File: src/rtl/pic_pkg.sv
package pic_pkg;
  typedef enum logic [1:0] {
    PIC_LIVE      = 2'd0,
    PIC_EDGE_W1C  = 2'd1,
    PIC_LATCH_W0C = 2'd2
  } pic_variant_e;

  localparam int unsigned PIC_LINES = 32;
endpackage

File: src/rtl/pic_sync.sv
module pic_sync #(
  parameter int W      = 32,
  parameter int STAGES = 2
) (
  input  logic         clk,
  input  logic         rst_n,
  input  logic [W-1:0] d,
  output logic [W-1:0] q
);
  logic [STAGES-1:0][W-1:0] stg_q, stg_d;

  always_comb begin
    stg_d[0] = d;
    for (int s = 1; s < STAGES; s++) stg_d[s] = stg_q[s-1];
  end

  always_ff @(posedge clk or negedge rst_n) begin
    if (!rst_n) stg_q <= '0;
    else        stg_q <= stg_d;
  end

  assign q = stg_q[STAGES-1];
endmodule

File: src/rtl/pic_status.sv
module pic_status
  import pic_pkg::*;
#(
  parameter pic_variant_e VARIANT = PIC_LATCH_W0C,
  parameter int           W       = 32
) (
  input  logic         clk,
  input  logic         rst_n,
  input  logic [W-1:0] lvl,
  input  logic         wr_en,
  input  logic [W-1:0] wdata,
  output logic [W-1:0] status
);
  if (VARIANT == PIC_LIVE) begin : g_live
    logic live_unused;
    assign live_unused = wr_en ^ (^wdata) ^ clk ^ rst_n;
    assign status = lvl;
  end else begin : g_held
    logic [W-1:0] stat_q, stat_d, set_v, clr_v;

    if (VARIANT == PIC_EDGE_W1C) begin : g_edge
      logic [W-1:0] prev_q;
      always_ff @(posedge clk or negedge rst_n) begin
        if (!rst_n) prev_q <= '0;
        else        prev_q <= lvl;
      end
      always_comb begin
        set_v = lvl & ~prev_q;
        clr_v = wr_en ? wdata : '0;
      end

      p_edge_set_r4: assert property (@(posedge clk) disable iff (!rst_n)
        (|set_v) |=> ((status & $past(set_v)) == $past(set_v)));
      p_edge_w1c_r5: assert property (@(posedge clk) disable iff (!rst_n)
        wr_en |=> ((status & $past(wdata & ~set_v)) == '0));
    end else begin : g_latch
      always_comb begin
        set_v = lvl;
        clr_v = wr_en ? ~wdata : '0;
      end

      p_latch_hold_r6: assert property (@(posedge clk) disable iff (!rst_n)
        (|lvl) |=> ((status & $past(lvl)) == $past(lvl)));
      p_latch_keep_r7: assert property (@(posedge clk) disable iff (!rst_n)
        wr_en |=> ((status & $past(stat_q & wdata)) == $past(stat_q & wdata)));
      p_latch_w0c_r7: assert property (@(posedge clk) disable iff (!rst_n)
        wr_en |=> ((status & $past(~wdata & ~lvl)) == '0));
    end

    // a set in the same cycle as a clear wins
    always_comb stat_d = (stat_q & ~clr_v) | set_v;

    always_ff @(posedge clk or negedge rst_n) begin
      if (!rst_n) stat_q <= '0;
      else        stat_q <= stat_d;
    end

    assign status = stat_q;
  end
endmodule

File: src/rtl/pic_first.sv
module pic_first #(
  parameter int W  = 32,
  parameter int IW = $clog2(W)
) (
  input  logic          clk,
  input  logic          rst_n,
  input  logic [W-1:0]  vec,
  output logic [IW-1:0] idx,
  output logic          valid
);
  always_comb begin
    idx = '0;
    for (int i = W - 1; i >= 0; i--) begin
      if (vec[i]) idx = IW'(i);
    end
    valid = |vec;
  end

  p_lowest_r10: assert property (@(posedge clk) disable iff (!rst_n)
    valid |-> (vec[idx] && ((vec & ((W'(1) << idx) - W'(1))) == '0)));
endmodule

File: src/rtl/pic_ctrl.sv
module pic_ctrl
  import pic_pkg::*;
#(
  parameter pic_variant_e VARIANT     = PIC_LATCH_W0C,
  parameter int           LINES       = PIC_LINES,
  parameter int           SYNC_STAGES = 2,
  localparam int          IDX_W       = $clog2(LINES)
) (
  input  logic             clk,
  input  logic             rst_n,
  input  logic [LINES-1:0] irq_lines,
  input  logic             sreg_req,
  input  logic             sreg_we,
  input  logic             sreg_sel,
  input  logic [LINES-1:0] sreg_wdata,
  output logic [LINES-1:0] sreg_rdata,
  output logic             core_irq,
  output logic [IDX_W-1:0] pend_idx,
  output logic             pend_valid
);
  logic [LINES-1:0] lvl_sync, status, mask_q, mask_d, rd_q, rd_d, armed;
  logic             mask_we, stat_we, rd_en;

  pic_sync #(.W(LINES), .STAGES(SYNC_STAGES)) u_sync (
    .clk(clk), .rst_n(rst_n), .d(irq_lines), .q(lvl_sync)
  );

  always_comb begin
    mask_we = sreg_req & sreg_we & ~sreg_sel;
    stat_we = sreg_req & sreg_we &  sreg_sel;
    rd_en   = sreg_req & ~sreg_we;
    mask_d  = mask_we ? sreg_wdata : mask_q;
    rd_d    = rd_en ? (sreg_sel ? status : mask_q) : rd_q;
  end

  always_ff @(posedge clk or negedge rst_n) begin
    if (!rst_n) begin
      mask_q <= '0;
      rd_q   <= '0;
    end else begin
      mask_q <= mask_d;
      rd_q   <= rd_d;
    end
  end

  pic_status #(.VARIANT(VARIANT), .W(LINES)) u_status (
    .clk(clk), .rst_n(rst_n), .lvl(lvl_sync),
    .wr_en(stat_we), .wdata(sreg_wdata), .status(status)
  );

  assign armed    = status & mask_q;
  assign core_irq = |armed;

  pic_first #(.W(LINES), .IW(IDX_W)) u_first (
    .clk(clk), .rst_n(rst_n), .vec(armed), .idx(pend_idx), .valid(pend_valid)
  );

  assign sreg_rdata = rd_q;

  p_mask_wr_r2: assert property (@(posedge clk) disable iff (!rst_n)
    (sreg_req && sreg_we && !sreg_sel) |=> (mask_q == $past(sreg_wdata)));
  p_irq_valid_r9: assert property (@(posedge clk) disable iff (!rst_n)
    core_irq == pend_valid);
  p_rd_stat_r11: assert property (@(posedge clk) disable iff (!rst_n)
    (sreg_req && !sreg_we && sreg_sel) |=> (sreg_rdata == $past(status)));
  p_rd_mask_r11: assert property (@(posedge clk) disable iff (!rst_n)
    (sreg_req && !sreg_we && !sreg_sel) |=> (sreg_rdata == $past(mask_q)));
endmodule

File: config.mk
export PLATFORM = sky130hd
export DESIGN_NAME = pic_ctrl
export DESIGN_NICKNAME = d
export VERILOG_FILES = /design/src/rtl/pic_pkg.sv /design/src/rtl/pic_sync.sv /design/src/rtl/pic_status.sv /design/src/rtl/pic_first.sv /design/src/rtl/pic_ctrl.sv
export SDC_FILE = /design/constraint.sdc
export NUM_CORES = 1
export LEC_CHECK = 0
export CAP_MARGIN = 40
export CORE_UTILIZATION = 44
export DETAILED_ROUTE_END_ITERATION = 10
export PLACE_DENSITY = 0.71
export RECOVER_POWER = 100
export SETUP_SLACK_MARGIN = 0.1
export SYNTH_ARGS = -nofsm -noshare
export SYNTH_HDL_FRONTEND = slang
export SYNTH_HIERARCHICAL = 1
export SYNTH_SLANG_ARGS = --single-unit
File: constraint.sdc
create_clock -name clk -period 2.35 [get_ports clk]
set_input_delay 0.47 -clock clk [delete_from_list [all_inputs] [get_ports clk]]
set_output_delay 0.47 -clock clk [all_outputs]
set_load 0.01 [all_outputs]
==> flow_summary.toml, run 1 <==
[route]
wl_per_cell_um = 16.6
routed_wl_um = 14900
drtPass1Iterations = 4
via_per_inst = 5.00
antenna_left = 0
vias = 4486
drt_iter0_drc = 284
drc = 0

[run_status]
status = "complete, but fails checks"
violations = "negative setup slack"

[power]
vdd_drop_max_uv = 781
clockPowerShare = 0.376
total_power_mw = 7.72
intPower_mw = 5.75
combinationalPowerShare = 0.214
pwr_density_cell_nw_per_um2 = 846
p_leak_nw = 4.00
p_switching_mw = 1.97
switching_share = 0.256
seq_power_share = 0.409

[setup_path]
path_class = "flip-flop to output pin"
worstReg2RegEnd = "mask_q[25]$_DFFE_PN0P_"
crit_buf_inv = 1
cp_common_cell = "or4_1"
worstPathMaxFanout = 2
crit_chain = "and2_4 > or4_1 > or4_1 > or4_4 > buf_6"
slowest_stage = "or4_4"
crit_start = "mask_q[24]$_DFFE_PN0P_"
worstPathArrival_ns = 2.63
rrSetupSlack_ns = 1.29
r2r-start = "mask_q[25]$_DFFE_PN0P_"
cp.required_ns = 1.88
critPathLaunchType = "flip-flop"
reg2reg_depth = 3
path_delay_family = "simple AND/OR/NAND/NOR gates"
crit_end = "core_irq"
cp-end-kind = "output pin"
cpPeakStageDelay_ns = 0.57
crit_cells = 5

[floorplanning]
core.rowCount = 42
fp.dieArea_um2 = 14500
die_height_um = 121
start_util = 0.460
ioPinCount = 108
die_x_um = 121
core-area_um2 = 13500

[timing]
tightest_slew_ns = 1.43
skew_ns = 0.00763
slew_headroom = 0.0452
timing.final.crit_share = 1.32
final_max_slew_viol_count = 0
setup_viol = 7
fin_ws_ns = -0.755
rsz0062_at_grt = "yes"
final.setup.tns_ns = -2.78
min_period_ns = 3.10
hold_viol_final = 0
clock.fmax_mhz = 322

[final_layout]
area_growth_pct = 47.6
final_common_cell = "dfrtp_1"
antenna_cells = 0
final_cells = 898
mostFrequentLayoutCells = "160 x dfrtp_1, 103 x buf_4, 65 x dlygate4sd3_1"
postLayoutCoreUtil = 0.679
drive_gt1_frac = 0.294
fin_area_um2 = 9130
nets = 778

[logic_synthesis]
synth_seq_cells = 160
syn_inst = 482
ys_seq_area_frac = 0.648
async_flop_share = 1.00
synth.area.mux_share = 0.110
synth_top_family_by_area = "simple AND/OR/NAND/NOR gates"
synth.distinct_cells = 36
synth_area_per_cell_um2 = 12.8
synth_compound_area_frac = 0.0888
synth_edf_count = 0
syn-num-nets = 551
yosys.area_share.simple = 0.138
synth_ff_type = "dfrtp_1"
synth_fa_ha_area_frac = 0
syn-cell-area_um2 = 6180
yosys_warnings = 6
synthXorXnorAreaFrac = 0

[clocking]
cts_root_buf = "clkbuf_16"
htreeDepth = 4
clock_sinks = 160
cts_tree = "yes"
cts_max_path_buffers = 2
insertion_delay_ns = 0.42
numCtsBuffers = 17
path_clk_slew_ns = 0.06
ctsHoldBuffers = 0

[grt]
met1_usage = 0.261
grt_antenna_before_repair = 0
globalRouteOverflowTotal = 0
grt_max_degree = 65
grt_pass1_vias = 4827
met3_usage = 0.0594
met2_usage = 0.378
grtUsageTotal = 0.218
grt_pass1_wl_um = 23700
grt.busiest_layer = "met2"

[placement]
placed_cells = 847
place.gp.congestion = 0.798
port_buffers = 107
place_area_um2 = 8220
hpwlAfterDp_um = 9980

[job]
cap_viol_max_count = 0

[worst_hold_path]
hold_path.startpoint = "u_sync/stg_d[35]$_DFF_PN0_"
hold_path.class = "flip-flop to flip-flop"
[worst min path at each step]
stage | end | slack [ns] | depth (start not counted)
5_1_grt | u_sync/q[6]$_DFF_PN0_ | 0.35 | 0
4_1_cts | u_sync/stg_d[60]$_DFF_PN0_ | 0.03 | 1
3_5_place_dp | u_sync/q[22]$_DFF_PN0_ | 0.33 | 0
3_3_place_gp | u_sync/q[21]$_DFF_PN0_ | 0.33 | 0
6_report | u_sync/q[3]$_DFF_PN0_ | 0.35 | 0
2_1_floorplan | mask_q[0]$_DFFE_PN0P_ | 0.17 | 0
[final cells by class]
| type | count | area [um^2] |
|---|---|---|
| fillers | 1002 | 4320 |
| well taps | 176 | 220 |
| inverters | 6 | 22.5 |
| multi-input cells | 299 | 2310 |
| clock buffers | 20 | 447 |
| repair buffers | 225 | 1940 |
| flip-flops and latches | 160 | 4000 |
| clock inverters | 12 | 183 |
[worst register-to-register path, cell delays in order (launching register included)]
cell and delay, ns:
dfrtp_1 0.38, buf_4 0.14, buf_4 0.12, mux2_1 0.30
[power by group through the flow]
stage	combinational, mW	clock, mW	sequential [mW]
after CTS	1.60	2.96	3.17
final	1.66	2.91	3.16
after floorplan	0.547	0	3.24
after detailed placement	1.49	0	3.21
after global placement	1.45	0	3.19
after global routing	1.78	3.09	3.19
[registers in the layout (all words and copies together), names as in the netlist]
| signal | cells |
|---|---|
| mask_q | 32 |
| sreg_rdata | 32 |
| u_status/status | 32 |
| u_sync/q | 32 |
| u_sync/stg_d | 32 |
[synth_stat cells (7+ instances only)]
library cell,number,share of area
o21ai_1,33,0.027
nand2_1,35,0.021
and2_1,31,0.031
mux2_1,32,0.058
or4_1,11,0.013
mux2i_1,32,0.052
a21oi_1,7,0.0057
dfrtp_1,160,0.65
nor2_1,10,0.0061
nor4_1,7,0.0071
a21o_1,33,0.040
clkbuf_1,11,0.0067
nand2b_1,33,0.033
[metal layers]
| layer | routed length (um) | up-vias |
|---|---|---|
| met2 | 7930 | 95 |
| li1 | - | 2130 |
| met4 | 255 | 0 |
| met1 | 6160 | 2240 |
| met5 | 0 | - |
| met3 | 587 | 21 |
[metrics by stage]
stage	hold WS (ns)	setup WS (ns)
6_report	0.346	-0.755
5_1_grt	0.351	-0.802
3_3_place_gp	0.332	-0.617
3_5_place_dp	0.335	-0.657
4_1_cts	0.0260	-0.761
2_1_floorplan	0.174	-0.0802
[timing repair]
action,4_1_cts,5_1_grt
pin swaps,22,20
gates resized for setup,64,24
endpoints found under the setup margin,7,7
buffers inserted,12,11
[cell families (layout without fill, tap and decap cells)]
logic type             after synthesis  in the layout
and+or+nand+nor                    149            149
AOI/OAI and AO/OA                   86             86
buffers and inverters               23            263
DFF                                160            160
muxes                               64             64
Note: power is estimated with default switching activity, not from simulation.
==> run 2: changes to the inputs <==
--- a/config.mk
+++ b/config.mk
@@ -11,6 +11,7 @@
 export PLACE_DENSITY = 0.71
 export RECOVER_POWER = 100
 export SETUP_SLACK_MARGIN = 0.1
+export SLEW_MARGIN = 25
 export SYNTH_ARGS = -nofsm -noshare
 export SYNTH_HDL_FRONTEND = slang
 export SYNTH_HIERARCHICAL = 1
==> results of run 2 <==
Final layout, timing and power as in run 1 (identical DEF).
